File: config.mk
export PLATFORM = sky130hd
export DESIGN_NAME = cfgld_loader
export DESIGN_NICKNAME = d
export VERILOG_FILES = /design/src/rtl/cfgld_pkg.sv /design/src/rtl/cfgld_count.sv /design/src/rtl/cfgld_word_pack.sv /design/src/rtl/cfgld_loader.sv
export SDC_FILE = /design/constraint.sdc
export NUM_CORES = 1
export LEC_CHECK = 0
export BUFFER_PORTS_ARGS = -buffer_cell sky130_fd_sc_hd__clkbuf_2
export CAP_MARGIN = 20
export CELL_PAD_IN_SITES_DETAIL_PLACEMENT = 0
export CELL_PAD_IN_SITES_GLOBAL_PLACEMENT = 1
export CORE_ASPECT_RATIO = 0.8
export CORE_MARGIN = 1
export CORE_UTILIZATION = 25
export CTS_CLUSTER_DIAMETER = 60
export CTS_CLUSTER_SIZE = 40
export DETAILED_ROUTE_END_ITERATION = 8
export HOLD_SLACK_MARGIN = 0.15
export PLACE_DENSITY = 0.52
export SETUP_SLACK_MARGIN = 0.02
export SYNTH_ARGS = -nofsm -noshare
export SYNTH_HDL_FRONTEND = slang
export SYNTH_SLANG_ARGS = --single-unit
File: constraint.sdc
create_clock -name clk -period 4.3 [get_ports clk]
set_clock_uncertainty 0.15 [all_clocks]
set_input_delay 0.43 -clock clk [delete_from_list [all_inputs] [get_ports clk]]
set_output_delay 0.43 -clock clk [all_outputs]
set_load 0.01 [all_outputs]
File: src/rtl/cfgld_pkg.sv
package cfgld_pkg;

  typedef enum logic [3:0] {
    S_IDLE, S_SCAN_RQ, S_SCAN_CAP, S_RST, S_RLD, S_PRG, S_INIT,
    S_HI_RQ, S_HI_CAP, S_LO_RQ, S_LO_CAP, S_HSK, S_WRITE, S_CHECK, S_DONE
  } ld_state_t;

  typedef enum logic [2:0] {
    E_NONE      = 3'd0,
    E_NO_MARK   = 3'd1,
    E_ODD       = 3'd2,
    E_INIT_TO   = 3'd3,
    E_READY_TO  = 3'd4,
    E_INIT_LOST = 3'd5,
    E_DONE_TO   = 3'd6,
    E_NO_STORE  = 3'd7
  } ld_err_t;

  localparam logic [7:0] MARK_B0    = 8'hFF;
  localparam logic [7:0] MARK_B1    = 8'h20;
  localparam logic [3:0] NEW_IF_VER = 4'h5;
  localparam int         ST_INIT    = 1;
  localparam int         ST_READY   = 2;

endpackage

File: src/rtl/cfgld_count.sv
module cfgld_count #(
  parameter int W = 8
) (
  input  logic         clk,
  input  logic         rst,
  input  logic         clr,
  input  logic         inc,
  output logic [W-1:0] q
);
  always_ff @(posedge clk) begin
    if (rst || clr) q <= '0;
    else if (inc)   q <= q + 1'b1;
  end
endmodule

File: src/rtl/cfgld_word_pack.sv
module cfgld_word_pack #(
  parameter int BW = 8
) (
  input  logic          clk,
  input  logic          rst,
  input  logic          ld_hi,
  input  logic          ld_lo,
  input  logic [BW-1:0] byte_in,
  output logic [2*BW-1:0] word
);
  logic [BW-1:0] hi_q, lo_q;

  always_ff @(posedge clk) begin
    if (rst) begin
      hi_q <= '0;
      lo_q <= '0;
    end else begin
      if (ld_hi) hi_q <= byte_in;
      if (ld_lo) lo_q <= byte_in;
    end
  end

  assign word = {hi_q, lo_q};
endmodule

File: src/rtl/cfgld_loader.sv
module cfgld_loader
  import cfgld_pkg::*;
#(
  parameter int LEN_W       = 16,
  parameter int PULSE_LEN   = 16,
  parameter int INIT_TRIES  = 50,
  parameter int READY_TRIES = 100,
  parameter int DONE_TRIES  = 200,
  parameter int OLD_GAP     = 32,
  parameter int ATTEMPTS    = 3
) (
  input  logic             clk,
  input  logic             rst,
  input  logic             start,
  input  logic [LEN_W-1:0] img_len,
  input  logic             mem_present,
  output logic [LEN_W-1:0] img_addr,
  input  logic [7:0]       img_rdata,
  input  logic [15:0]      tgt_status,
  input  logic             tgt_done,
  output logic             tgt_rst,
  output logic             tgt_reload,
  output logic             tgt_prog,
  output logic             tgt_wr,
  output logic [15:0]      tgt_wdata,
  output logic             busy,
  output logic             done_pulse,
  output logic             err_pulse,
  output logic [2:0]       err_code
);

  localparam int TMAX_A = (PULSE_LEN > INIT_TRIES) ? PULSE_LEN : INIT_TRIES;
  localparam int TMAX_B = (READY_TRIES > DONE_TRIES) ? READY_TRIES : DONE_TRIES;
  localparam int TMAX_C = (TMAX_A > TMAX_B) ? TMAX_A : TMAX_B;
  localparam int TMAX   = (TMAX_C > OLD_GAP) ? TMAX_C : OLD_GAP;
  localparam int T_W    = $clog2(TMAX + 1);
  localparam int A_W    = $clog2(ATTEMPTS + 1);

  localparam logic [T_W-1:0] PULSE_LAST = T_W'(PULSE_LEN - 1);
  localparam logic [T_W-1:0] INIT_LAST  = T_W'(INIT_TRIES - 1);
  localparam logic [T_W-1:0] READY_LAST = T_W'(READY_TRIES - 1);
  localparam logic [T_W-1:0] DONE_LAST  = T_W'(DONE_TRIES - 1);
  localparam logic [T_W-1:0] GAP_LAST   = T_W'(OLD_GAP - 1);
  localparam logic [A_W-1:0] ATT_LAST   = A_W'(ATTEMPTS - 1);

  ld_state_t        st, st_n;
  logic [LEN_W-1:0] ptr_q, ptr_nv, len_q, mark_q, ptr_m1;
  logic [7:0]       prev_q;
  logic             new_q;
  logic [T_W-1:0]   t_q;
  logic [A_W-1:0]   a_q;

  logic    ptr_ld, prev_ld, mark_ld, hi_ld, lo_ld, new_ld, go;
  logic    a_clr, a_inc, fin_ok, fin_err, att_fail, marker_hit;
  ld_err_t code_n, fail_code;

  logic init_bit, ready_bit, status_unused;
  assign init_bit      = tgt_status[ST_INIT];
  assign ready_bit     = tgt_status[ST_READY];
  assign status_unused = ^{tgt_status[11:3], tgt_status[0]};

  assign ptr_m1     = ptr_q - 1'b1;
  assign marker_hit = (ptr_q != '0) && (prev_q == MARK_B0) && (img_rdata == MARK_B1);

  // Cycle counter for the current state: cleared on every state change.
  cfgld_count #(.W(T_W)) u_tcnt (
    .clk (clk), .rst (rst), .clr (st_n != st), .inc (1'b1), .q (t_q)
  );

  // Failed-attempt counter.
  cfgld_count #(.W(A_W)) u_acnt (
    .clk (clk), .rst (rst), .clr (a_clr), .inc (a_inc), .q (a_q)
  );

  cfgld_word_pack #(.BW(8)) u_pack (
    .clk (clk), .rst (rst), .ld_hi (hi_ld), .ld_lo (lo_ld),
    .byte_in (img_rdata), .word (tgt_wdata)
  );

  always_comb begin
    st_n      = st;
    ptr_ld    = 1'b0;
    ptr_nv    = ptr_q;
    prev_ld   = 1'b0;
    mark_ld   = 1'b0;
    hi_ld     = 1'b0;
    lo_ld     = 1'b0;
    new_ld    = 1'b0;
    go        = 1'b0;
    a_clr     = 1'b0;
    a_inc     = 1'b0;
    fin_ok    = 1'b0;
    fin_err   = 1'b0;
    att_fail  = 1'b0;
    code_n    = E_NONE;
    fail_code = E_NONE;
    case (st)
      S_IDLE: if (start) begin
        go    = 1'b1;
        a_clr = 1'b1;
        if (!mem_present) begin
          fin_err = 1'b1;
          code_n  = E_NO_STORE;
        end else if (img_len < LEN_W'(2)) begin
          fin_err = 1'b1;
          code_n  = E_NO_MARK;
        end else begin
          ptr_ld = 1'b1;
          ptr_nv = '0;
          st_n   = S_SCAN_RQ;
        end
      end
      S_SCAN_RQ: st_n = S_SCAN_CAP;
      S_SCAN_CAP: begin
        if (marker_hit) begin
          mark_ld = 1'b1;
          if (len_q[0] ^ ptr_m1[0]) begin
            fin_err = 1'b1;
            code_n  = E_ODD;
            st_n    = S_IDLE;
          end else begin
            st_n = S_RST;
          end
        end else if (ptr_q == len_q - 1'b1) begin
          fin_err = 1'b1;
          code_n  = E_NO_MARK;
          st_n    = S_IDLE;
        end else begin
          prev_ld = 1'b1;
          ptr_ld  = 1'b1;
          ptr_nv  = ptr_q + 1'b1;
          st_n    = S_SCAN_RQ;
        end
      end
      S_RST: if (t_q == PULSE_LAST) st_n = S_RLD;
      S_RLD: if (t_q == PULSE_LAST) st_n = S_PRG;
      S_PRG: if (t_q == PULSE_LAST) st_n = S_INIT;
      S_INIT: begin
        if (init_bit) begin
          new_ld = 1'b1;
          ptr_ld = 1'b1;
          ptr_nv = mark_q;
          st_n   = S_HI_RQ;
        end else if (t_q == INIT_LAST) begin
          att_fail  = 1'b1;
          fail_code = E_INIT_TO;
        end
      end
      S_HI_RQ: st_n = S_HI_CAP;
      S_HI_CAP: begin
        hi_ld  = 1'b1;
        ptr_ld = 1'b1;
        ptr_nv = ptr_q + 1'b1;
        st_n   = S_LO_RQ;
      end
      S_LO_RQ: st_n = S_LO_CAP;
      S_LO_CAP: begin
        lo_ld = 1'b1;
        st_n  = S_HSK;
      end
      S_HSK: begin
        if (new_q) begin
          if (ready_bit) st_n = S_WRITE;
          else if (t_q == READY_LAST) begin
            att_fail  = 1'b1;
            fail_code = E_READY_TO;
          end
        end else if (t_q == GAP_LAST) begin
          st_n = S_WRITE;
        end
      end
      S_WRITE: st_n = S_CHECK;
      S_CHECK: begin
        if (!init_bit) begin
          att_fail  = 1'b1;
          fail_code = E_INIT_LOST;
        end else if (ptr_q == len_q - 1'b1) begin
          st_n = S_DONE;
        end else begin
          ptr_ld = 1'b1;
          ptr_nv = ptr_q + 1'b1;
          st_n   = S_HI_RQ;
        end
      end
      S_DONE: begin
        if (tgt_done) begin
          fin_ok = 1'b1;
          st_n   = S_IDLE;
        end else if (t_q == DONE_LAST) begin
          att_fail  = 1'b1;
          fail_code = E_DONE_TO;
        end
      end
      default: st_n = S_IDLE;
    endcase
    if (att_fail) begin
      code_n = fail_code;
      if (a_q == ATT_LAST) begin
        fin_err = 1'b1;
        st_n    = S_IDLE;
      end else begin
        a_inc = 1'b1;
        st_n  = S_RST;
      end
    end
  end

  always_ff @(posedge clk) begin
    if (rst) begin
      st         <= S_IDLE;
      ptr_q      <= '0;
      len_q      <= '0;
      mark_q     <= '0;
      prev_q     <= '0;
      new_q      <= 1'b0;
      busy       <= 1'b0;
      done_pulse <= 1'b0;
      err_pulse  <= 1'b0;
      err_code   <= 3'd0;
      tgt_rst    <= 1'b0;
      tgt_reload <= 1'b0;
      tgt_prog   <= 1'b0;
      tgt_wr     <= 1'b0;
    end else begin
      st <= st_n;
      if (ptr_ld)  ptr_q  <= ptr_nv;
      if (go)      len_q  <= img_len;
      if (prev_ld) prev_q <= img_rdata;
      if (mark_ld) mark_q <= ptr_m1;
      if (new_ld)  new_q  <= (tgt_status[15:12] == NEW_IF_VER);
      if (fin_err)  err_code <= code_n;
      else if (go)  err_code <= 3'd0;
      busy       <= (st_n != S_IDLE);
      done_pulse <= fin_ok;
      err_pulse  <= fin_err;
      tgt_rst    <= (st_n == S_RST);
      tgt_reload <= (st_n == S_RLD);
      tgt_prog   <= (st_n == S_PRG);
      tgt_wr     <= (st_n == S_WRITE);
    end
  end

  assign img_addr = ptr_q;

endmodule

==> impl_metrics.env <==
export IMPL_status="completed"
export IMPL_cts_resized=0
export IMPL_clockRootBuffer="clkbuf_16"
export IMPL_setup_tns_ns=0
export IMPL_post_route_period_util=0.886
export IMPL_hold_viol=0
export IMPL_ys_warn_count=0
export IMPL_synth_cell_type_count=71
export IMPL_power_frac_seq=0.433
export IMPL_die_y_um=134
export IMPL_die_w_um=167
export IMPL_hold_end="len_q[13]"
export IMPL_rr_endpoint="img_addr[15]"
export IMPL_regToRegStartpoint="img_addr[5]"
export IMPL_crit_type="register to register"
export IMPL_synth_edf_count=0
export IMPL_crit_arrival_ns=3.90
export IMPL_p_per_area_mw_per_mm2=340
export IMPL_netlist_area_mm2=0.00545
export IMPL_slew_viol_final=0
export IMPL_synth_top_cell_area_share=0.356
export IMPL_area_growth_pct=19.3
export IMPL_worst_ep_required_time_ns=4.39
export IMPL_ant_nets=0
export IMPL_antenna_found_initial=0
export IMPL_drcViolationCount=0
export IMPL_drt_initial_drc_count=336
export IMPL_io_buffer_count=76
export IMPL_synth_common_cells="dfxtp_1, nand2_1, nor2_1"
export IMPL_grt_max_degree=54
export IMPL_clk_latency_ns=0.35
export IMPL_pwr_share_clk=0.394
export IMPL_core_mm2=0.0211
export IMPL_via_per_inst=5.01
export IMPL_cts_tree="yes"
export IMPL_async_flop_share=0
export IMPL_swShare=0.280
export IMPL_grt_pass1_vias=4799
export IMPL_reg2reg_setup_slack_ns=0.49
export IMPL_first_pass_iters=5
export IMPL_rsz0062_at_grt="false"
export IMPL_max_freq_mhz=262
export IMPL_min_path_cells=3
export IMPL_peakVddDrop_uv=161
export IMPL_avgSynthCellArea_um2=8.12
export IMPL_yosysTopAreaCell="dfxtp_1"
export IMPL_finalSetupViolations=0
export IMPL_place_gp_congestion=0.848
export IMPL_path_max_fanout=24
export IMPL_drt_wl_total_mm=16.8
export IMPL_postSynthCellCount=671
export IMPL_grt_pass1_wl_mm=26.9
export IMPL_internal_power_uw=1590
export IMPL_drv_cap=0
export IMPL_comb_power_share=0.173
export IMPL_num_vias=5042
export IMPL_r2r_cells=8
export IMPL_layout_nets=785
export IMPL_min_from="img_len[13]"
export IMPL_htreeDepth=3
export IMPL_drive_above_1_share=0.182
export IMPL_clk_pin_slew_ns=0.07
export IMPL_pin_count=87
export IMPL_switchingPower_uw=619
export IMPL_dpl_hpwl_mm=12.4
export IMPL_worst_slew_pin_slew_ns=1.01
export IMPL_cts_hold_buf=0
export IMPL_slew_limit_headroom=0.328
export IMPL_grtUsageTotal=0.152
export IMPL_grt_overflow=0
export IMPL_synth_flop_cell="dfxtp_1"
export IMPL_yosysSeqAreaShare=0.356
export IMPL_start_kind="register"
export IMPL_yosysMostFrequentCell="dfxtp_1"
export IMPL_hp_class="input port to register"
export IMPL_rows=47
export IMPL_syn_num_nets=723
export IMPL_post_cts_buffers=0
export IMPL_cts_buffers=9
export IMPL_start_util=0.259
export IMPL_total_power_uw=2210
export IMPL_p_leak_uw=0.00241
export IMPL_clock_sinks=97
export IMPL_ys_ff_latch=97
export IMPL_fin_crit_ns=3.81
export IMPL_dieArea_mm2=0.0224
export IMPL_drt_wirelength_per_cell_um=16.7
export IMPL_endpoint_kind="register"
export IMPL_diodes=0
export IMPL_cts_path_max_buffers=2
export IMPL_yosys_top_cells_area="dfxtp_1, xnor2_1, nand2_1"
[power groups by stage]
stage / registers [uW] / logic (uW) / clock network [uW]
2_1_floorplan: 963 / 273 / 0
3_3_place_gp: 976 / 378 / 0
3_5_place_dp: 977 / 382 / 0
4_1_cts: 955 / 384 / 904
5_1_grt: 959 / 424 / 943
6_report: 955 / 383 / 870
[state kept, by name, summed over array words and instances (netlist names), 2 cells and up]
register     count
img_addr        16
len_q           16
mark_q          16
prev_q           8
u_pack.hi_q      8
u_pack.lo_q      8
u_tcnt.q         8
st               4
err_code         3
u_acnt.q         2
[critical path: stages, from the launching register on]
cell	delay [ns]
dfxtp_1	0.42
nor4_1	0.68
and3_1	0.37
a21o_1	0.13
nor2b_1	0.35
nor2_1	0.15
o31ai_4	0.87
o21ai_0	0.24
a32o_1	0.33
[metrics by stage]
stage               std cells  instance area, um2  hold slack, ns   util  setup slack (ns)
floorplan                 671                5450           0.299      -              1.10
global placement          990                6170           0.299  0.293             0.508
detailed placement        990                6170           0.302  0.293             0.528
CTS                      1005                6480           0.150  0.308             0.491
global route             1006                6500           0.161  0.309             0.185
finish                   1006                6500           0.162  0.309             0.489
[worst max path at each step]
| stage | startpoint | end | slack, ns |
|---|---|---|---|
| after floorplan | len_q[0] | img_addr[13] | 1.10 |
| after global placement | img_addr[5] | img_addr[3] | 0.51 |
| after detailed placement | len_q[0] | u_tcnt.q[5] | 0.53 |
| after CTS | img_addr[5] | img_addr[15] | 0.49 |
| after global routing | img_addr[5] | img_addr[1] | 0.19 |
| final | img_addr[5] | img_addr[15] | 0.49 |
[area by class of cell]
type,instances,area [um2]
fill,2288,14500
multi-input combinational,509,3280
sequential,97,1940
timing repair buffer,98,558
tap,269,337
clock buffer,9,225
clock inverter,6,90.1
inverter,18,67.6
[layout by cell type (no fill, tap or decap), types with 5 or more instances in the layout]
cell type / n
buf_4: 21
xnor2_1: 37
nand4_1: 11
o21ai_0: 14
dfxtp_1: 97
inv_1: 17
nor2_1: 80
a211oi_2: 5
clkbuf_2: 76
mux2i_1: 19
or3_1: 5
a32o_1: 8
a22oi_1: 10
a21oi_1: 41
nor3_1: 19
nand2_1: 84
nand3_1: 18
and3_1: 14
nand2b_1: 7
a211oi_1: 26
xor2_1: 13
nor4_1: 13
clkbuf_16: 9
ha_1: 7
[kinds of logic (layout without fill, tap and decap cells)]
logic type,Yosys count,after routing,share of synthesized area
simple gates,289,289,0.272
compound gates,144,144,0.193
flops,97,97,0.356
buf+inv,65,131,0.0480
xor+xnor,50,50,0.0803
mux,19,19,0.0349
fa+ha+maj,7,7,0.0161
[metal layers]
layer	vias to the layer above	GRT usage	part of all wire
met3	11	0.0342	0.046
met5	-	0	0
met2	129	0.215	0.41
met4	0	0.0370	0.0091
li1	2525	-	-
met1	2377	0.230	0.53
Power figures use the tool's default switching activity.
